<file path="config.mk">
export PLATFORM = sky130hd
export DESIGN_NAME = edge_pulse_link
export DESIGN_NICKNAME = d
export VERILOG_FILES = /design/src/rtl/epl_pkg.sv /design/src/rtl/epl_sync.sv /design/src/rtl/epl_tx.sv /design/src/rtl/epl_rx.sv /design/src/rtl/edge_pulse_link.sv
export SDC_FILE = /design/constraint.sdc
export NUM_CORES = 1
export LEC_CHECK = 0
export BUFFER_PORTS_ARGS = -buffer_cell sky130_fd_sc_hd__buf_2
export CORE_MARGIN = 4
export CORE_UTILIZATION = 28
export CTS_CLUSTER_DIAMETER = 100
export DETAILED_ROUTE_END_ITERATION = 10
export GPL_TIMING_DRIVEN = 0
export HOLD_SLACK_MARGIN = 0.02
export PLACE_DENSITY = 0.51
export SYNTH_ARGS = -nofsm -noshare
export SYNTH_HDL_FRONTEND = slang
export SYNTH_SLANG_ARGS = --single-unit
</file>
<file path="constraint.sdc">
create_clock -name clk -period 3.15 [get_ports clk]
set_clock_uncertainty 0.2 [all_clocks]
set_input_delay 0.63 -clock clk [delete_from_list [all_inputs] [get_ports clk]]
set_output_delay 0.63 -clock clk [all_outputs]
set_load 0.03 [all_outputs]
</file>
<file path="src/rtl/epl_pkg.sv">
package epl_pkg;

  // Counter width able to hold values 0 .. n-1 (at least one bit)
  function automatic int unsigned cnt_width(input int unsigned n);
    return (n < 2) ? 1 : $clog2(n);
  endfunction

  // True when a counter running from zero has reached its last value
  function automatic logic at_last(input logic [31:0] cnt, input int unsigned limit);
    return cnt == (limit - 1);
  endfunction

  // Only a single asserted pulse line carries information
  function automatic logic pulse_usable(input logic set_l, input logic clr_l);
    return set_l ^ clr_l;
  endfunction

  // Pulse-line level: set is used for a high level, clear for a low level
  function automatic logic [1:0] encode_level(input logic lvl, input logic active);
    return active ? (lvl ? 2'b10 : 2'b01) : 2'b00;
  endfunction

endpackage

</file>
<file path="src/rtl/epl_sync.sv">
module epl_sync #(
  parameter int unsigned STAGES = 2
) (
  input  logic clk,
  input  logic rst_n,
  input  logic async_i,
  output logic sync_o
);
  logic [STAGES-1:0] chain_q;

  generate
    if (STAGES == 1) begin : g_one
      always_ff @(posedge clk) begin
        if (!rst_n) chain_q <= '0;
        else        chain_q <= async_i;
      end
    end else begin : g_many
      always_ff @(posedge clk) begin
        if (!rst_n) chain_q <= '0;
        else        chain_q <= {chain_q[STAGES-2:0], async_i};
      end
    end
  endgenerate

  assign sync_o = chain_q[STAGES-1];
endmodule

</file>
<file path="src/rtl/epl_tx.sv">
module epl_tx
  import epl_pkg::*;
#(
  parameter int unsigned PULSE_W     = 1,
  parameter int unsigned REFRESH_CYC = 100
) (
  input  logic clk,
  input  logic rst_n,
  input  logic lvl_i,
  output logic set_o,
  output logic clr_o,
  output logic rise_o,
  output logic fall_o,
  output logic refresh_o
);
  localparam int unsigned IW = cnt_width(REFRESH_CYC);
  localparam int unsigned LW = cnt_width(PULSE_W + 1);

  logic          prev_q;
  logic [IW-1:0] idle_q;
  logic [LW-1:0] left_q;
  logic          kind_q;
  logic          edge_seen;
  logic          due;
  logic          start;
  logic [1:0]    lines;

  assign rise_o    = lvl_i & ~prev_q;
  assign fall_o    = ~lvl_i & prev_q;
  assign edge_seen = rise_o | fall_o;
  assign due       = at_last(32'(idle_q), REFRESH_CYC);
  // A real edge takes priority over a refresh falling due on the same cycle
  assign refresh_o = due & ~edge_seen;
  assign start     = edge_seen | due;

  always_ff @(posedge clk) begin
    if (!rst_n) begin
      prev_q <= 1'b0;
      idle_q <= '0;
      left_q <= '0;
      kind_q <= 1'b0;
    end else begin
      prev_q <= lvl_i;
      if (start) begin
        idle_q <= '0;
        left_q <= LW'(PULSE_W);
        kind_q <= lvl_i;
      end else begin
        idle_q <= idle_q + IW'(1);
        if (left_q != '0) left_q <= left_q - LW'(1);
      end
    end
  end

  assign lines = encode_level(kind_q, left_q != '0);
  assign set_o = lines[1];
  assign clr_o = lines[0];
endmodule

</file>
<file path="src/rtl/epl_rx.sv">
module epl_rx
  import epl_pkg::*;
#(
  parameter int unsigned WDOG_CYC = 500
) (
  input  logic clk,
  input  logic rst_n,
  input  logic set_i,
  input  logic clr_i,
  output logic lvl_o,
  output logic expired_o,
  output logic usable_o,
  output logic wd_fire_o
);
  localparam int unsigned WW = cnt_width(WDOG_CYC);

  logic [WW-1:0] quiet_q;
  logic          lvl_q;
  logic          exp_q;

  assign usable_o  = pulse_usable(set_i, clr_i);
  assign wd_fire_o = ~usable_o & ~exp_q & at_last(32'(quiet_q), WDOG_CYC);

  always_ff @(posedge clk) begin
    if (!rst_n) begin
      lvl_q   <= 1'b0;
      exp_q   <= 1'b1;
      quiet_q <= '0;
    end else if (usable_o) begin
      lvl_q   <= set_i;
      exp_q   <= 1'b0;
      quiet_q <= '0;
    end else if (exp_q) begin
      lvl_q   <= 1'b0;
    end else if (wd_fire_o) begin
      lvl_q   <= 1'b0;
      exp_q   <= 1'b1;
      quiet_q <= '0;
    end else begin
      quiet_q <= quiet_q + WW'(1);
    end
  end

  assign lvl_o     = lvl_q;
  assign expired_o = exp_q;
endmodule

</file>
<file path="src/rtl/edge_pulse_link.sv">
module edge_pulse_link #(
  parameter int unsigned SYNC_STAGES = 2,
  parameter int unsigned PULSE_W     = 1,
  parameter int unsigned REFRESH_CYC = 100,
  parameter int unsigned WDOG_CYC    = 500
) (
  input  logic clk,
  input  logic rst_n,
  input  logic data_in,
  output logic set_out,
  output logic clr_out,
  input  logic set_in,
  input  logic clr_in,
  output logic data_out
);
  // Named internal events, visible to the bound checker
  logic lvl_sync;
  logic sync_rise;
  logic sync_fall;
  logic refresh_fire;
  logic rx_usable;
  logic wd_fire;
  logic wd_expired;

  epl_sync #(.STAGES(SYNC_STAGES)) u_sync (
    .clk    (clk),
    .rst_n  (rst_n),
    .async_i(data_in),
    .sync_o (lvl_sync)
  );

  epl_tx #(.PULSE_W(PULSE_W), .REFRESH_CYC(REFRESH_CYC)) u_tx (
    .clk      (clk),
    .rst_n    (rst_n),
    .lvl_i    (lvl_sync),
    .set_o    (set_out),
    .clr_o    (clr_out),
    .rise_o   (sync_rise),
    .fall_o   (sync_fall),
    .refresh_o(refresh_fire)
  );

  epl_rx #(.WDOG_CYC(WDOG_CYC)) u_rx (
    .clk      (clk),
    .rst_n    (rst_n),
    .set_i    (set_in),
    .clr_i    (clr_in),
    .lvl_o    (data_out),
    .expired_o(wd_expired),
    .usable_o (rx_usable),
    .wd_fire_o(wd_fire)
  );
endmodule

</file>
==> impl_metrics.csv, run 1 <==
group,metric,value,unit
placed_design,pre_cts_slack,1270,ps
cts,max-clock-path-buffers,2,
worst_setup_path,path_cells,"and2_1 -> buf_2",
synth,syn_area_per_cell,9.04,um^2
worst_setup_path,r2r_end,"u_tx.idle_q[2]",
power,p_int,0.000407,W
power,pwr-share-seq,58.2,%
cts,cts_tree,"yes",
worst_setup_path,crit_path_end_kind,"output port",
worst_setup_path,crit_fanout,4,
synth,postSynthCellCount,119,
routing,via_count,857,
grt,globalRouteTotalUtil,8.25,%
sta,slew_headroom,63.6,%
cts,htree_num_levels,1,
placed_design,place_hpwl,1450,um
synth,ys_types,35,
placed_design,placedCellCount,173,
cts,numCtsBuffers,3,
finish,drive_gt1_share,13.2,%
routing,postRouteWirelength,1890,um
sta,setup_tns,0,ps
grt,grt_antenna_before_repair,0,
synth,ys_async_sr_fraction,0,%
floorplan,num_rows,22,
floorplan,die_area,4900,um^2
floorplan,core-area,3690,um^2
sta,finalHoldViolCount,0,
power,ir_worst_vdd,0.251,mV
floorplan,dieWidth,70.0,um
synth,netlist.area_leader.share,42.8,%
synth,synth_area_leaders,"dfxtp_1 43%, nand2_1 4.5%, a21oi_1 4.2%",
power,swShare,22.6,%
power,power_leakage,0.446,nW
synth,syn-num-nets,127,
cts,ctsResizeCount,0,
status,status,"complete, no violations",
worst_setup_path,cp_slowest_cell,"dfxtp_1",
power,p_sw,0.000119,W
finish,final_cells,177,
worst_setup_path,startpoint_type,"flop",
cts,worstSkewPairLatency,260,ps
sta,final_max_slew_viol_count,0,
worst_setup_path,arrival,950,ps
grt,grt_overflow,0,
routing,drtAntennaViolNets,0,
worst_setup_path,crit_family,"flip-flops",
sta,rsz0062_at_grt,"false",
power,comb_power_share,7.5,%
cts,postCtsHoldBufs,0,
sta,timing.final.ws_setup,1370,ps
flow_run,cap_viol_max_count,0,
floorplan,initial_utilization,29.2,%
power,p_clk_share,34.3,%
worst_setup_path,path_class,"flop to output port",
worst_setup_path,cpPeakStageDelay,370,ps
grt,grt_pass1_wl,3370,um
finish,final_cell_mix,"23 x dfxtp_1, 13 x nand2_1, 9 x inv_1, 9 x a21oi_1, 8 x buf_2",
finish,syn_to_final_growth,12.6,%
placed_design,portBuffers,6,
synth,ys.flop_type,"dfxtp_1",
sta,finalCritPeriodShare,56.4,%
routing,vias_per_cell,4.84,
sta,setup_violations,0,
cts,clockRootBuffer,"clkbuf_8",
synth,synth-edff-count,0,
worst_setup_path,crit_path_start,"u_tx.kind_q",
synth,ys_seq_area_share,42.8,%
finish,layout.nets,138,
cts,post_cts_buffers,0,
power,power_density,434,nW/um^2
floorplan,ioPinCount,8,
routing,first_iter_violations,27,
grt,grt_pass1_vias,816,
sta,max_clock_freq,0.562,GHz
sta,worst_pin_slew,545,ps
synth,ys_warn_count,0,
finish,antennaDiodeCount,0,
hold_path,holdPathEnd,"u_sync.chain_q[1]",
finish,final_common_cell,"dfxtp_1",
worst_setup_path,worstPathRequired,2320,ps
routing,drcViolationCount,0,
worst_setup_path,regToRegStartpoint,"u_tx.idle_q[0]",
synth,syn_area,1080,um^2
worst_setup_path,reg2reg_slack,1430,ps
sta,final.min_clock_period,1780,ps
grt,grt_max_degree,13,
hold_path,min_from,"u_sync.chain_q[0]",
cts,clk_pin_slew_worst_paths,80,ps
synth,synth_area_leader_cell,"dfxtp_1",
synth,synth-seq-cells,23,
routing,wire_per_inst,10.7,um
placed_design,gp_congestion,0.698,
cts,clock_sinks,23,
routing,detail_route.first_pass.iterations,4,
hold_path,min_path_type,"flop to flop",
floorplan,die_h,70.0,um
hold_path,hold_depth,1,
worst_setup_path,critPathBufInv,1,
worst_setup_path,reg2reg_depth,4,
Yosys cell counts (3+ instances only):
master / count
o21ai_0: 6
nand3_1: 5
a21oi_1: 9
ha_1: 3
nand2_1: 13
a211o_1: 3
or3_1: 4
a31oi_1: 3
dfxtp_1: 23
nor2_1: 7
inv_1: 9
and2_1: 5
xnor2_1: 4
worst register-to-register path, cell delays in order, from the launching register on:
cell and delay [ps]:
dfxtp_1 360, ha_1 260, nand2_1 110, o311ai_2 550
nor2_1 110
layout make-up:
type	instances	area [um^2]
Multi-Input combinational cell	84	568
Inverter	9	33.8
Timing Repair Buffer	6	30.0
Fill cell	402	2480
Sequential cell	23	460
Tap cell	48	60.1
Clock buffer	4	45.0
Buffer	3	13.8
sequential cells by signal, indices dropped and copies added (netlist names):
register,count
u_sync.chain_q,2
u_rx.expired_o,1
u_rx.lvl_o,1
u_tx.kind_q,1
u_tx.prev_q,1
u_tx.left_q,1
u_rx.quiet_q,9
u_tx.idle_q,7
stage by stage:
step	hold slack [ps]	instance area, um^2	util, %	power, W
3_3_place_gp	221	1170	31.6	0.000351
4_1_cts	257	1210	32.8	0.000533
3_5_place_dp	236	1170	31.6	0.000353
5_1_grt	266	1210	32.8	0.000555
6_report	250	1210	32.8	0.000526
2_1_floorplan	212	1080	-	0.000343
how the worst max path moves through the flow:
stage                            endpoint  slack (ps)  depth (start not counted)
after floorplan           u_rx.quiet_q[5]        1500                          5
after global placement    u_rx.quiet_q[5]        1280                          6
after detailed placement  u_rx.quiet_q[5]        1270                          5
after CTS                         set_out        1360                          2
after global routing       u_tx.idle_q[2]        1280                          4
final                             set_out        1370                          2
logic make-up after synthesis:
family / count (synthesis) / share of synthesized area, %
simple gates: 46 / 25.6
compound gates: 28 / 17.9
flops: 23 / 42.8
buf+inv: 12 / 4.42
xor+xnor: 6 / 4.88
fa+ha+maj: 3 / 3.49
mux: 1 / 0.930
metal layers:
| layer | up-vias | track usage (%) | wire, um |
|---|---|---|---|
| met5 | - | 0 | 0 |
| met4 | 0 | 3.19 | 16 |
| met3 | 2 | 3.02 | 37 |
| met2 | 4 | 14.6 | 996 |
| met1 | 407 | 8.88 | 844 |
| li1 | 444 | - | - |
power by group through the flow:
stage	Clock, W	Sequential (W)	Combinational, W
after global routing	0.000202	0.000308	0.0000452
after detailed placement	0	0.000313	0.0000404
after global placement	0	0.000312	0.0000388
after CTS	0.000187	0.000306	0.0000402
final	0.000180	0.000306	0.0000397
after floorplan	0	0.000313	0.0000301
Note: power is estimated with default switching activity, not from simulation.
==> run 2, diff against run 1 <==
==> constraint.sdc (replaced) <==
create_clock -name clk -period 1.85 [get_ports clk]
set_clock_uncertainty 0.2 [all_clocks]
set_input_delay 0.37 -clock clk [delete_from_list [all_inputs] [get_ports clk]]
set_output_delay 0.37 -clock clk [all_outputs]
set_load 0.03 [all_outputs]
==> impl_metrics.csv, run 2 (synthesis results as in run 1) <==
group,metric,value,unit
cts,clockRootBuffer,"clkbuf_8",
power,power_density,736,nW/um^2
hold_path,min_from,"data_in",
cts,cts_tree,"yes",
sta,worst_pin_slew,420,ps
cts,worstSkewPairLatency,260,ps
floorplan,num_rows,22,
worst_setup_path,crit_path_start,"u_tx.idle_q[0]",
floorplan,dieWidth,70.0,um
floorplan,die_area,4900,um^2
sta,setup_tns,0,ps
worst_setup_path,crit_fanout,7,
power,power_leakage,0.447,nW
finish,final_cell_mix,"23 x dfxtp_1, 13 x nand2_1, 9 x inv_1, 9 x a21oi_1, 8 x buf_2",
finish,regMostFlops,"u_rx.quiet_q",
placed_design,portBuffers,6,
cts,htree_num_levels,1,
hold_path,min_path_type,"primary input to flop",
sta,final.min_clock_period,1630,ps
worst_setup_path,startpoint_type,"flop",
routing,detail_route.first_pass.iterations,3,
finish,antennaDiodeCount,0,
grt,grt_overflow,0,
worst_setup_path,crit_path_end_kind,"flop",
routing,wire_per_inst,10.8,um
finish,drive_gt1_share,13.2,%
worst_setup_path,path_class,"flop to flop",
sta,max_clock_freq,0.614,GHz
cts,post_cts_buffers,0,
status,status,"complete, no violations",
routing,via_count,858,
finish,final_common_cell,"dfxtp_1",
grt,grt_pass1_wl,3370,um
floorplan,die_h,70.0,um
sta,timing.final.ws_setup,223,ps
cts,numCtsBuffers,3,
grt,grt_antenna_before_repair,0,
finish,syn_to_final_growth,13.5,%
floorplan,initial_utilization,29.2,%
cts,postCtsHoldBufs,0,
placed_design,pre_cts_slack,128,ps
placed_design,place_hpwl,1450,um
sta,finalHoldViolCount,0,
grt,globalRouteTotalUtil,8.25,%
worst_setup_path,regToRegStartpoint,"u_tx.idle_q[0]",
power,ir_worst_vdd,0.429,mV
sta,finalCritPeriodShare,88.0,%
finish,top_regs,"u_rx.quiet_q: 9 flops, u_tx.idle_q: 7 flops, u_sync.chain_q: 2 flops",
sta,holdWs,113,ps
flow_run,cap_viol_max_count,0,
sta,final_max_slew_viol_count,0,
routing,drtAntennaViolNets,0,
routing,postRouteWirelength,1910,um
worst_setup_path,worstPathRequired,1790,ps
grt,grt_pass1_vias,816,
sta,rsz0062_at_grt,"false",
sta,slew_headroom,71.6,%
sta,setup_violations,0,
finish,largest_register_ffs,9,
floorplan,core-area,3690,um^2
cts,clock_sinks,23,
routing,drcViolationCount,0,
finish,layout.nets,138,
placed_design,gp_congestion,0.698,
routing,first_iter_violations,26,
routing,vias_per_cell,4.85,
worst_setup_path,arrival,1570,ps
cts,clk_pin_slew_worst_paths,80,ps
cts,max-clock-path-buffers,2,
grt,grt_max_degree,13,
floorplan,ioPinCount,8,
[run 2: changes by cell type in the layout (fill, tap and decap cells not counted)]
cell | before | now
o311ai_4 | 0 | 1
o311ai_2 | 1 | 0
[run 2: through the flow]
step,cells,instance area (um^2),utilization (%),total power [W]
5_1_grt,177,1220,33.1,0.000946
3_5_place_dp,173,1170,31.6,0.000601
6_report,177,1220,33.1,0.000898
3_3_place_gp,173,1170,31.6,0.000598
2_1_floorplan,119,1080,-,0.000583
4_1_cts,177,1210,32.8,0.000907
[run 2: worst paths after layout]
kind / cells after the start / endpoint / slack, ps
max: 4 / u_tx.idle_q[2] / 220
min: 2 / u_sync.chain_q[0] / 110
max reg2reg: 4 / u_tx.idle_q[2] / 220
min reg2reg: 1 / u_sync.chain_q[1] / 250
[run 2: critical path, stage by stage (launching register included)]
cell and delay, ps:
dfxtp_1 360, ha_1 260, nand2_1 150, o311ai_4 440, nor2_1 100
[run 2: metal layers]
metal	vias up	part of all wire [%]	global-route usage (%)
met5	-	0	0
met4	0	0.84	3.19
met3	2	1.9	3.02
met2	4	51	14.6
met1	411	46	8.88
li1	441	-	-
[run 2: layout make-up]
| class | instances | area [um^2] |
|---|---|---|
| Clock buffer | 4 | 45.0 |
| Timing Repair Buffer | 6 | 30.0 |
| Fill cell | 401 | 2470 |
| Multi-Input combinational cell | 84 | 578 |
| Tap cell | 48 | 60.1 |
| Inverter | 9 | 33.8 |
| Sequential cell | 23 | 460 |
| Buffer | 3 | 13.8 |
[run 2: where the power goes]
group / switching (W) / internal (W) / total [W]
clock: 0.000155 / 0.000153 / 0.000308
combinational: 0.0000387 / 0.0000310 / 0.0000697
sequential: 0.0000111 / 0.000510 / 0.000521
total: 0.000204 / 0.000694 / 0.000898
[run 2: what timing repair did]
item | in CTS | in global routing
setup endpoints to repair | 0 | 2
endpoints found under the hold margin | 0 | 0
gates resized for setup | 0 | 1
==> run 3, diff against run 2 <==
--- a/config.mk
+++ b/config.mk
@@ -6,6 +6,7 @@
 export NUM_CORES = 1
 export LEC_CHECK = 0
 export BUFFER_PORTS_ARGS = -buffer_cell sky130_fd_sc_hd__buf_2
+export CORE_ASPECT_RATIO = 0.8
 export CORE_MARGIN = 4
 export CORE_UTILIZATION = 28
 export CTS_CLUSTER_DIAMETER = 100
@@ -15,4 +16,5 @@
 export PLACE_DENSITY = 0.51
 export SYNTH_ARGS = -nofsm -noshare
 export SYNTH_HDL_FRONTEND = slang
+export SYNTH_HIERARCHICAL = 1
 export SYNTH_SLANG_ARGS = --single-unit
==> impl_metrics.csv, run 3 <==
group,metric,value,unit
worst_setup_path,reg2reg_depth,4,
flow_run,cap_viol_max_count,0,
power,ir_worst_vdd,0.317,mV
grt,grt_pass1_wl,3220,um
status,status,"complete, no violations",
placed_design,postPlaceCellArea,1140,um^2
routing,detail_route.first_pass.iterations,4,
synth,ys_warn_count,6,
placed_design,portBuffers,7,
synth,syn_area,1050,um^2
hold_path,min_from,"data_in",
sta,final.min_clock_period,1730,ps
floorplan,ioPinCount,8,
worst_setup_path,worstPathRequired,1830,ps
floorplan,initial_utilization,29.8,%
worst_setup_path,regToRegStartpoint,"u_rx/quiet_q[1]",
worst_setup_path,crit_fanout,10,
worst_setup_path,reg2reg_slack,120,ps
grt,grt_antenna_before_repair,0,
grt,grt_overflow,0,
routing,drtAntennaViolNets,0,
sta,rsz0062_at_grt,"false",
placed_design,gp_congestion,0.745,
finish,antennaDiodeCount,0,
finish,largest_register_ffs,9,
grt,use_met1,10.4,%
finish,top_regs,"u_rx/quiet_q: 9 flops, u_tx/idle_q: 7 flops, u_sync/chain_q: 2 flops",
sta,finalHoldViolCount,0,
grt,grt_max_degree,14,
cts,clk_pin_slew_worst_paths,80,ps
finish,regMostFlops,"u_rx/quiet_q",
worst_setup_path,r2r_end,"u_rx/quiet_q[8]",
worst_setup_path,path_class,"flop to flop",
floorplan,die_area,4800,um^2
power,power_density,761,nW/um^2
grt,met2_usage,12.0,%
placed_design,place_hpwl,1340,um
cts,cts_tree,"yes",
hold_path,min_path_type,"primary input to flop",
worst_setup_path,crit_path_end_kind,"flop",
cts,worstSkewPairLatency,270,ps
grt,grt_pass1_vias,738,
sta,setup_violations,0,
worst_setup_path,arrival,1710,ps
floorplan,num_rows,19,
routing,drcViolationCount,0,
routing,wire_per_inst,11.3,um
sta,final_max_slew_viol_count,0,
sta,finalCritPeriodShare,93.4,%
floorplan,die_h,62.8,um
grt,grt_busiest_layer,"met2",
routing,vias_per_cell,5.02,
finish,drive_gt1_share,12.0,%
sta,max_clock_freq,0.578,GHz
worst_setup_path,startpoint_type,"flop",
grt,grtUsageMet3,2.59,%
synth,postSynthCellCount,115,
finish,layout.nets,135,
cts,numCtsBuffers,3,
cts,clock_sinks,23,
grt,globalRouteTotalUtil,8.33,%
placed_design,pre_cts_slack,-31.0,ps
routing,first_iter_violations,53,
hold_path,holdPathEnd,"u_sync/chain_q[0]",
hold_path,hold_depth,2,
sta,timing.final.ws_setup,121,ps
cts,max-clock-path-buffers,2,
floorplan,core-area,3520,um^2
synth,syn-num-nets,124,
sta,slew_headroom,68.4,%
synth,syn_area_per_cell,9.13,um^2
finish,final_area,1190,um^2
cts,post_cts_buffers,0,
finish,final_common_cell,"dfxtp_1",
cts,clockRootBuffer,"clkbuf_8",
routing,via_count,839,
cts,htree_num_levels,1,
routing,postRouteWirelength,1880,um
power,power_leakage,0.445,nW
floorplan,dieWidth,76.5,um
finish,final_cell_mix,"23 x dfxtp_1, 11 x nand2_1",
finish,syn_to_final_growth,13.1,%
sta,setup_tns,0,ps
sta,worst_pin_slew,472,ps
run 3: changes by cell type in the layout (fill, tap and decap cells not counted), moves of 2 or more:
| cell | change |
|---|---|
| a211o_1 | -3 |
| a21oi_1 | -2 |
| a311o_1 | +3 |
| a41o_1 | +2 |
| inv_1 | -2 |
| nand2_1 | -2 |
| xnor2_1 | -2 |
run 3: layout make-up:
| type | count | area, um^2 |
|---|---|---|
| tap | 42 | 52.6 |
| clock inverter | 1 | 5.00 |
| inverter | 7 | 26.3 |
| sequential | 23 | 460 |
| timing repair buffer | 7 | 35.0 |
| clock buffer | 3 | 41.3 |
| buffer | 2 | 7.51 |
| multi-input combinational | 82 | 559 |
| fill | 364 | 2330 |
run 3: per-stage QoR:
step | hold WS, ps | total power (W) | util [%] | cells
after CTS | 98.7 | 0.000921 | 33.5 | 167
after detailed placement | 220 | 0.000601 | 32.3 | 164
after floorplan | 212 | 0.000581 | - | 115
after global placement | 215 | 0.000599 | 32.3 | 164
final | 104 | 0.000904 | 33.7 | 167
after global routing | 103 | 0.000950 | 33.7 | 167
run 3: repair_timing:
| action | in CTS | in global routing |
|---|---|---|
| hold endpoints to repair | 0 | 0 |
| endpoints found under the setup margin | 2 | 9 |
| hold buffers | 0 | 0 |
| gates resized for setup | 0 | 2 |
run 3: worst max-delay path by stage:
stage	startpoint	to	slack, ps	depth (start not counted)
6_report	u_rx/quiet_q[1]	u_rx/quiet_q[8]	120	4
5_1_grt	u_rx/quiet_q[0]	u_rx/quiet_q[8]	40	4
4_1_cts	u_rx/quiet_q[0]	u_rx/quiet_q[8]	60	4
3_5_place_dp	u_rx/quiet_q[0]	u_rx/quiet_q[8]	-30	5
3_3_place_gp	u_rx/quiet_q[0]	u_rx/quiet_q[8]	-3	5
2_1_floorplan	u_rx/quiet_q[0]	u_rx/quiet_q[8]	190	5
run 3: report_power, final:
part	leakage (nW)	switching, W	total (W)	internal [W]
clock network	0.0255	0.000165	0.000315	0.000151
logic	0.232	0.0000387	0.0000679	0.0000291
registers	0.187	0.0000108	0.000521	0.000510
run 3: critical path: stages, from the launching register on:
cell and delay [ps]:
dfxtp_1 440, ha_2 330, and4b_1 330, a21oi_1 100, a311oi_1 250
run 3: per-layer routing:
metal / part of all wire (%) / vias to the layer above
met2: 40 / 14
met1: 52 / 378
li1: - / 442
met4: 3.0 / 0
met5: 0 / -
met3: 5.3 / 5
